<file path="config.mk">
export PLATFORM = sky130hd
export DESIGN_NAME = seg_event_mgr
export DESIGN_NICKNAME = d
export VERILOG_FILES = /design/src/rtl/sem_pkg.sv /design/src/rtl/sem_free_list.sv /design/src/rtl/sem_capture.sv /design/src/rtl/sem_event_queue.sv /design/src/rtl/seg_event_mgr.sv
export SDC_FILE = /design/constraint.sdc
export NUM_CORES = 2
export LEC_CHECK = 0
export BUFFER_PORTS_ARGS = -buffer_cell sky130_fd_sc_hd__buf_2
export CAP_MARGIN = 10
export CELL_PAD_IN_SITES_DETAIL_PLACEMENT = 0
export CELL_PAD_IN_SITES_GLOBAL_PLACEMENT = 2
export CORE_AREA = 5 5 572 574
export CTS_BUF_LIST = sky130_fd_sc_hd__clkbuf_4 sky130_fd_sc_hd__clkbuf_8 sky130_fd_sc_hd__clkbuf_16
export DETAILED_ROUTE_END_ITERATION = 10
export DIE_AREA = 0 0 577 579
export PLACE_DENSITY = 0.76
export SETUP_SLACK_MARGIN = 0.02
export SYNTH_ARGS = -nofsm -noshare
export SYNTH_HDL_FRONTEND = slang
export SYNTH_SLANG_ARGS = --single-unit
</file>
<file path="constraint.sdc">
create_clock -name clk -period 4.7 [get_ports clk]
set_input_delay 0.47 -clock clk [delete_from_list [all_inputs] [get_ports clk]]
set_output_delay 0.47 -clock clk [all_outputs]
set_load 0.01 [all_outputs]
</file>
<file path="src/rtl/sem_pkg.sv">
package sem_pkg;
  // State of the queue head with respect to the digitizer
  typedef enum logic {
    HD_OFFER = 1'b0,  // head may be offered (if accepted)
    HD_WAIT  = 1'b1   // request taken, waiting for done
  } head_st_e;
endpackage

</file>
<file path="src/rtl/sem_free_list.sv">
module sem_free_list #(
  parameter int NUM_SEG = 128,
  localparam int IDX_W = $clog2(NUM_SEG),
  localparam int CNT_W = $clog2(NUM_SEG + 1)
) (
  input  logic             clk,
  input  logic             rst,
  input  logic             pop_i,
  input  logic             push_i,
  input  logic [IDX_W-1:0] push_idx_i,
  output logic [IDX_W-1:0] head_idx_o,
  output logic             empty_o
);
  logic [IDX_W-1:0] slot_mem [NUM_SEG];
  logic [NUM_SEG-1:0] touched;
  logic [IDX_W-1:0] rd_ptr, wr_ptr;
  logic [CNT_W-1:0] cnt;

  function automatic logic [IDX_W-1:0] step(input logic [IDX_W-1:0] p);
    return (p == IDX_W'(NUM_SEG - 1)) ? '0 : p + IDX_W'(1);
  endfunction

  // storage without reset so it can map to RAM
  always_ff @(posedge clk) begin
    if (push_i) slot_mem[wr_ptr] <= push_idx_i;
  end

  always_ff @(posedge clk) begin
    if (rst) begin
      rd_ptr  <= '0;
      wr_ptr  <= '0;
      cnt     <= CNT_W'(NUM_SEG);
      touched <= '0;
    end else begin
      if (pop_i)  rd_ptr <= step(rd_ptr);
      if (push_i) begin
        wr_ptr          <= step(wr_ptr);
        touched[wr_ptr] <= 1'b1;
      end
      if (pop_i && !push_i)      cnt <= cnt - CNT_W'(1);
      else if (push_i && !pop_i) cnt <= cnt + CNT_W'(1);
    end
  end

  // a slot never rewritten since reset still holds its own index
  assign head_idx_o = touched[rd_ptr] ? slot_mem[rd_ptr] : rd_ptr;
  assign empty_o    = (cnt == '0);

  assert_no_pop_empty_R8: assert property (@(posedge clk) disable iff (rst)
    pop_i |-> cnt != '0);
  assert_no_push_full_R6: assert property (@(posedge clk) disable iff (rst)
    push_i |-> cnt != CNT_W'(NUM_SEG));
endmodule

</file>
<file path="src/rtl/sem_capture.sv">
module sem_capture #(
  parameter int NUM_SEG   = 128,
  parameter int SEG_CELLS = 32,
  parameter int TS_W      = 16,
  localparam int SEG_W  = $clog2(NUM_SEG),
  localparam int CELL_W = $clog2(SEG_CELLS)
) (
  input  logic             clk,
  input  logic             rst,
  input  logic             hit_i,
  input  logic             pool_empty_i,
  input  logic [SEG_W-1:0] pool_idx_i,
  input  logic [TS_W-1:0]  ts_i,
  output logic             take_o,
  output logic             drop_o,
  output logic             active_o,
  output logic [SEG_W-1:0] seg_o,
  output logic             fin_o,
  output logic [TS_W-1:0]  fin_ts_o
);
  localparam logic [CELL_W-1:0] LAST = CELL_W'(SEG_CELLS - 1);

  logic             active_q;
  logic [CELL_W-1:0] cell_q;
  logic [SEG_W-1:0] seg_q;
  logic [TS_W-1:0]  ts_q;

  assign take_o = hit_i && !active_q && !pool_empty_i;
  assign drop_o = hit_i && !active_q &&  pool_empty_i;
  assign fin_o  = active_q && (cell_q == LAST);

  always_ff @(posedge clk) begin
    if (rst) begin
      active_q <= 1'b0;
      cell_q   <= '0;
      seg_q    <= '0;
      ts_q     <= '0;
    end else if (take_o) begin
      active_q <= 1'b1;
      cell_q   <= '0;
      seg_q    <= pool_idx_i;
      ts_q     <= ts_i;
    end else if (active_q) begin
      cell_q <= cell_q + CELL_W'(1);
      if (cell_q == LAST) active_q <= 1'b0;
    end
  end

  assign active_o = active_q;
  assign seg_o    = seg_q;
  assign fin_ts_o = ts_q;

  assert_capture_len_R3: assert property (@(posedge clk) disable iff (rst)
    $fell(active_q) |-> $past(cell_q) == LAST);
  assert_hit_ignored_R3: assert property (@(posedge clk) disable iff (rst)
    (active_q && cell_q != LAST) |=> active_q && $stable(seg_q) && $stable(ts_q));
endmodule

</file>
<file path="src/rtl/sem_event_queue.sv">
module sem_event_queue #(
  parameter int DEPTH = 128,
  parameter int SEG_W = 7,
  parameter int TS_W  = 16,
  localparam int PTR_W = $clog2(DEPTH),
  localparam int CNT_W = $clog2(DEPTH + 1)
) (
  input  logic             clk,
  input  logic             rst,
  input  logic             enq_i,
  input  logic [SEG_W-1:0] enq_seg_i,
  input  logic [TS_W-1:0]  enq_ts_i,
  input  logic             dec_i,
  input  logic             dec_acc_i,
  input  logic             pop_i,
  output logic             head_decided_o,
  output logic             head_acc_o,
  output logic [SEG_W-1:0] head_seg_o,
  output logic [TS_W-1:0]  head_ts_o
);
  logic [SEG_W-1:0] seg_mem [DEPTH];
  logic [TS_W-1:0]  ts_mem  [DEPTH];
  logic             acc_mem [DEPTH];
  logic [PTR_W-1:0] wr_ptr, dec_ptr, rd_ptr;
  logic [CNT_W-1:0] n_und, n_dec;
  logic             dec_take;

  function automatic logic [PTR_W-1:0] step(input logic [PTR_W-1:0] p);
    return (p == PTR_W'(DEPTH - 1)) ? '0 : p + PTR_W'(1);
  endfunction

  // a decision with nothing undecided is dropped
  assign dec_take = dec_i && (n_und != '0);

  always_ff @(posedge clk) begin
    if (enq_i) begin
      seg_mem[wr_ptr] <= enq_seg_i;
      ts_mem[wr_ptr]  <= enq_ts_i;
    end
    if (dec_take) acc_mem[dec_ptr] <= dec_acc_i;
  end

  always_ff @(posedge clk) begin
    if (rst) begin
      wr_ptr  <= '0;
      dec_ptr <= '0;
      rd_ptr  <= '0;
      n_und   <= '0;
      n_dec   <= '0;
    end else begin
      if (enq_i)    wr_ptr  <= step(wr_ptr);
      if (dec_take) dec_ptr <= step(dec_ptr);
      if (pop_i)    rd_ptr  <= step(rd_ptr);
      n_und <= n_und + CNT_W'(enq_i) - CNT_W'(dec_take);
      n_dec <= n_dec + CNT_W'(dec_take) - CNT_W'(pop_i);
    end
  end

  assign head_decided_o = (n_dec != '0);
  assign head_acc_o     = acc_mem[rd_ptr];
  assign head_seg_o     = seg_mem[rd_ptr];
  assign head_ts_o      = ts_mem[rd_ptr];

  assert_no_overflow_R4: assert property (@(posedge clk) disable iff (rst)
    enq_i |-> (n_und + n_dec) < CNT_W'(DEPTH));
  assert_pop_decided_R5: assert property (@(posedge clk) disable iff (rst)
    pop_i |-> n_dec != '0);
endmodule

</file>
<file path="src/rtl/seg_event_mgr.sv">
module seg_event_mgr
  import sem_pkg::*;
#(
  parameter int NUM_SEG   = 128,
  parameter int SEG_CELLS = 32,
  parameter int TS_W      = 16,
  parameter int DROP_W    = 8,
  localparam int SEG_W   = $clog2(NUM_SEG),
  localparam int CELLS_W = $clog2(SEG_CELLS + 1)
) (
  input  logic               clk,
  input  logic               rst,
  input  logic               hit_i,
  output logic               cap_active_o,
  output logic [SEG_W-1:0]   cap_seg_o,
  input  logic               l2_valid_i,
  input  logic               l2_accept_i,
  output logic               req_valid_o,
  input  logic               req_ready_i,
  output logic [SEG_W-1:0]   req_seg_o,
  output logic [CELLS_W-1:0] req_cells_o,
  output logic [TS_W-1:0]    req_ts_o,
  input  logic               dig_done_i,
  output logic               full_o,
  output logic [DROP_W-1:0]  drop_cnt_o
);
  localparam logic [DROP_W-1:0] DROP_MAX = '1;

  logic [SEG_W-1:0] pool_idx, head_seg;
  logic             pool_empty, take, drop, fin;
  logic [TS_W-1:0]  fin_ts, head_ts, ts_q;
  logic             head_decided, head_acc;
  logic             rel_reject, rel_done, release_seg, fire;
  logic [DROP_W-1:0] drop_q;
  head_st_e         head_st;

  sem_free_list #(.NUM_SEG(NUM_SEG)) i_pool (
    .clk(clk), .rst(rst),
    .pop_i(take), .push_i(release_seg), .push_idx_i(head_seg),
    .head_idx_o(pool_idx), .empty_o(pool_empty)
  );

  sem_capture #(.NUM_SEG(NUM_SEG), .SEG_CELLS(SEG_CELLS), .TS_W(TS_W)) i_cap (
    .clk(clk), .rst(rst),
    .hit_i(hit_i), .pool_empty_i(pool_empty), .pool_idx_i(pool_idx), .ts_i(ts_q),
    .take_o(take), .drop_o(drop), .active_o(cap_active_o), .seg_o(cap_seg_o),
    .fin_o(fin), .fin_ts_o(fin_ts)
  );

  sem_event_queue #(.DEPTH(NUM_SEG), .SEG_W(SEG_W), .TS_W(TS_W)) i_queue (
    .clk(clk), .rst(rst),
    .enq_i(fin), .enq_seg_i(cap_seg_o), .enq_ts_i(fin_ts),
    .dec_i(l2_valid_i), .dec_acc_i(l2_accept_i), .pop_i(release_seg),
    .head_decided_o(head_decided), .head_acc_o(head_acc),
    .head_seg_o(head_seg), .head_ts_o(head_ts)
  );

  // head handling: reject frees at once, accept goes through the digitizer
  assign req_valid_o = head_decided && head_acc && (head_st == HD_OFFER);
  assign fire        = req_valid_o && req_ready_i;
  assign rel_reject  = head_decided && !head_acc;
  assign rel_done    = (head_st == HD_WAIT) && dig_done_i;
  assign release_seg = rel_reject || rel_done;

  assign req_seg_o   = head_seg;
  assign req_ts_o    = head_ts;
  assign req_cells_o = CELLS_W'(SEG_CELLS);

  always_ff @(posedge clk) begin
    if (rst) begin
      head_st <= HD_OFFER;
      ts_q    <= '0;
      drop_q  <= '0;
    end else begin
      ts_q <= ts_q + TS_W'(1);
      if (fire)          head_st <= HD_WAIT;
      else if (rel_done) head_st <= HD_OFFER;
      if (drop && drop_q != DROP_MAX) drop_q <= drop_q + DROP_W'(1);
    end
  end

  assign full_o     = pool_empty;
  assign drop_cnt_o = drop_q;

  assert_req_hold_R7: assert property (@(posedge clk) disable iff (rst)
    (req_valid_o && !req_ready_i) |=> req_valid_o && $stable(req_seg_o) && $stable(req_ts_o));
  assert_drop_count_R8: assert property (@(posedge clk) disable iff (rst)
    (full_o && hit_i && !cap_active_o && drop_cnt_o != DROP_MAX)
      |=> drop_cnt_o == $past(drop_cnt_o) + DROP_W'(1));
  assert_full_no_capture_R8: assert property (@(posedge clk) disable iff (rst)
    (full_o && hit_i && !cap_active_o) |=> !cap_active_o);
  assert_done_frees_R7: assert property (@(posedge clk) disable iff (rst)
    (req_valid_o && req_ready_i) |=> !req_valid_o);
endmodule

</file>
==> results.toml <==
[outcome]
outcome = "finished, violations left"
violations = "negative setup slack"

[finish]
final_common_cell = "edfxtp_1"
nets = 8021
area_growth_pct = 14.9
postLayoutCoreUtil = 0.583
drive_gt1_frac = 0.339
mostFrequentLayoutCells = "3,968 x edfxtp_1, 1,317 x mux4_2, 439 x clkbuf_16"

[clocking]
h-tree-depth = 5
root_buffer = "clkbuf_16"
cts-buffers-inserted = 422
cts.sinks = 4223
clk_pin_slew_worst_paths_ps = 60
clock_path_buffers = 4
cts_tree = "yes"
clk_latency_ps = 970

[floorplan]
die_x_um = 577
die_y_um = 579
start_util = 0.507
io_pins = 54
die-area_um2 = 334000
coreArea_um2 = 322000
rows = 209

[power]
p_total_mw = 94.2
p_switching_mw = 23.8
p_sw_frac = 0.253
pwr-share-clk = 0.360
cellPowerDensity_nw_per_um2 = 502
ir_drop_v = 0.000452
internal_power_mw = 70.4
p_seq_frac = 0.456
pwr-share-comb = 0.184
leakage_nw = 54.9

[synth]
ys_seq_elements = 4223
netlist_area_um2 = 163000
synth_top_flop_cell = "edfxtp_1"
synth_cell_types = 66
synthTopCellsByArea = "edfxtp_1 73%, mux4_2 18%, dfxtp_1 3.1%"
avgSynthCellArea_um2 = 22.1
yosysWarnings = 0
yosysTopAreaCellShare = 0.729
async_flop_share = 0
synth_cells = 7385
yosysTopAreaCell = "edfxtp_1"
ys_seq_area_frac = 0.761
synth_edf_count = 3968

[critical_path]
critical_path.slowest_cell = "mux4_2"
reg2reg_depth = 13
crit_buf_inv = 5
crit_fanout = 10
cp_top_family = "multiplexers"
r2r_setup_slack_ps = 280
cp_num_cells = 9
critPathCapture = "req_seg_o[4]"
crit_chain = "buf_16 -> buf_12 -> buf_16 -> buf_12 -> mux4_2 -> mux4_2 -> mux4_2 -> mux2_4 -> buf_6"
cp-end-kind = "output port"
path_common_cell = "mux4_2"
crit_path_start_kind = "flip-flop"
max_stage_delay_ps = 630
critPathKind = "flip-flop to output port"
worstPathArrival_ps = 4330
r2r-end = "i_pool.slot_mem[40][0]"
worstPathRequired_ps = 4230

[timing]
finalWorstSetupSlack_ps = -99.8
setup_tns_ps = -1210
clock_skew_ps = 78.5
fmax_mhz = 208
hold_viol = 0
worst_slew_pin_slew_ps = 1270
rsz0062_at_grt = "yes"
finalSetupViolCount = 21
finalMaxSlewViolations = 0
finalHoldWorstSlack_ps = 147
finalCritPeriodShare = 1.02
slew_headroom = 0.155
period_needed_ps = 4800

[hold_path]
worstHoldStart = "dig_done_i"
hold_path_class = "primary input to flip-flop"

[route]
drt-initial-drc-count = 10700
wl_mm = 417
drtAntennaViolNets = 0
wl_per_cell_um = 33.0
routed-via-count = 79200
dr.pass1.iters = 5
viasPerCell = 6.26
drc = 0

[grt]
grt_pass1_wl_mm = 591
grt_pass1_vias = 80300
grt_max_degree = 129
overflow = 0
grt_antenna_before_repair = 26
track_usage = 0.247

[place]
dp_hpwl_mm = 233
gp_congestion = 0.798
io_buffers = 47

[flow_run]
drv_cap = 0
## layout make-up
cell class | count | area [um2]
antenna | 6 | 15.0
clock buffer | 533 | 11500
clock inverter | 245 | 2510
fill | 23100 | 134000
inverter | 165 | 622
multi-input combinational | 2566 | 37000
sequential | 4223 | 124000
tap | 4325 | 5410
timing repair buffer | 599 | 6240
## cell usage after synthesis (18+ instances only)
library cell	instances
or3_1	18
nand3_1	39
xor2_1	32
xnor2_1	23
buf_2	107
buf_1	66
nor2b_1	26
edfxtp_1	3968
nor2_1	474
clkbuf_1	242
inv_1	161
a21oi_1	65
mux2_2	26
o22ai_1	141
mux2i_1	42
ha_1	35
or2_2	24
nand2_1	130
dfxtp_1	255
mux4_2	1317
nor3_1	25
## state kept, by name, indices dropped and copies added, names as in the netlist, named ones only
| register | flops |
|---|---|
| drop_cnt_o | 8 |
| head_st | 1 |
| i_cap.active_o | 1 |
| i_cap.cell_q | 5 |
| i_cap.fin_ts_o | 16 |
| i_cap.seg_o | 7 |
| i_pool.cnt | 8 |
| i_pool.rd_ptr | 7 |
| i_pool.slot_mem | 896 |
| i_pool.touched | 128 |
| i_pool.wr_ptr | 7 |
| i_queue.acc_mem | 128 |
| i_queue.dec_ptr | 7 |
| i_queue.n_dec | 8 |
| i_queue.n_und | 8 |
| i_queue.rd_ptr | 7 |
| i_queue.seg_mem | 896 |
| i_queue.ts_mem | 2048 |
| i_queue.wr_ptr | 7 |
| ts_q | 16 |
## worst min-delay path by stage
stage                              end  slack, ps  cells past startpoint
detailed placement  i_cap.fin_ts_o[15]        450                      2
finish                       flip-flop        150                      5
floorplan                      ts_q[0]        440                      1
global placement    i_cap.fin_ts_o[15]        440                      2
CTS                          flip-flop         40                      5
global route                 flip-flop        150                      5
## per-stage QoR
step	instance area, um2	worst slack [ps]	std cells
after floorplan	163000	442	7389
after global placement	172000	213	11800
after detailed placement	172000	179	11800
after CTS	187000	-204	12600
after global routing	188000	-188	12700
final	188000	-99.8	12700
## what timing repair did
| action | 4_1_cts | 5_1_grt |
|---|---|---|
| setup endpoints to repair | 23 | 28 |
| buffers inserted | 41 | 34 |
| endpoints found under the hold margin | 4 | 0 |
| pin swaps | 0 | 2 |
| resized for setup | 64 | 31 |
| hold buffers | 4 | 0 |
| cloned | 12 | 12 |
## routing by layer
metal  GRT usage  wire length, um
met1       0.358           167000
met2       0.396           201000
met3      0.0434            36300
met4      0.0661            12300
met5           0               70
## power groups by stage
stage / Sequential (mW) / Clock [mW] / Combinational (mW)
floorplan: 43.7 / 0 / 10.3
global placement: 43.8 / 0 / 15.8
detailed placement: 43.8 / 0 / 16.0
CTS: 42.9 / 34.4 / 17.0
global route: 43.0 / 36.1 / 18.4
finish: 42.9 / 33.9 / 17.4
## worst min-delay path, delay by kind of cell
kind,cells,cell delay (ps)
compound gates,1,140
xor+xnor,1,140
buf+inv,1,110
simple gates,2,200
## cells by family (layout without fill, tap and decap cells)
logic type | after synthesis | count (layout) | synth area share
buf+inv | 600 | 1542 | 0.0154
simple gates | 806 | 806 | 0.0214
flops | 4223 | 4223 | 0.761
xor+xnor | 55 | 55 | 0.00295
compound gates | 277 | 277 | 0.0106
other cells | 2 | 12 | 0.0000460
fa+ha+maj | 37 | 37 | 0.00293
mux | 1385 | 1385 | 0.186
Power figures use the tool's default switching activity.
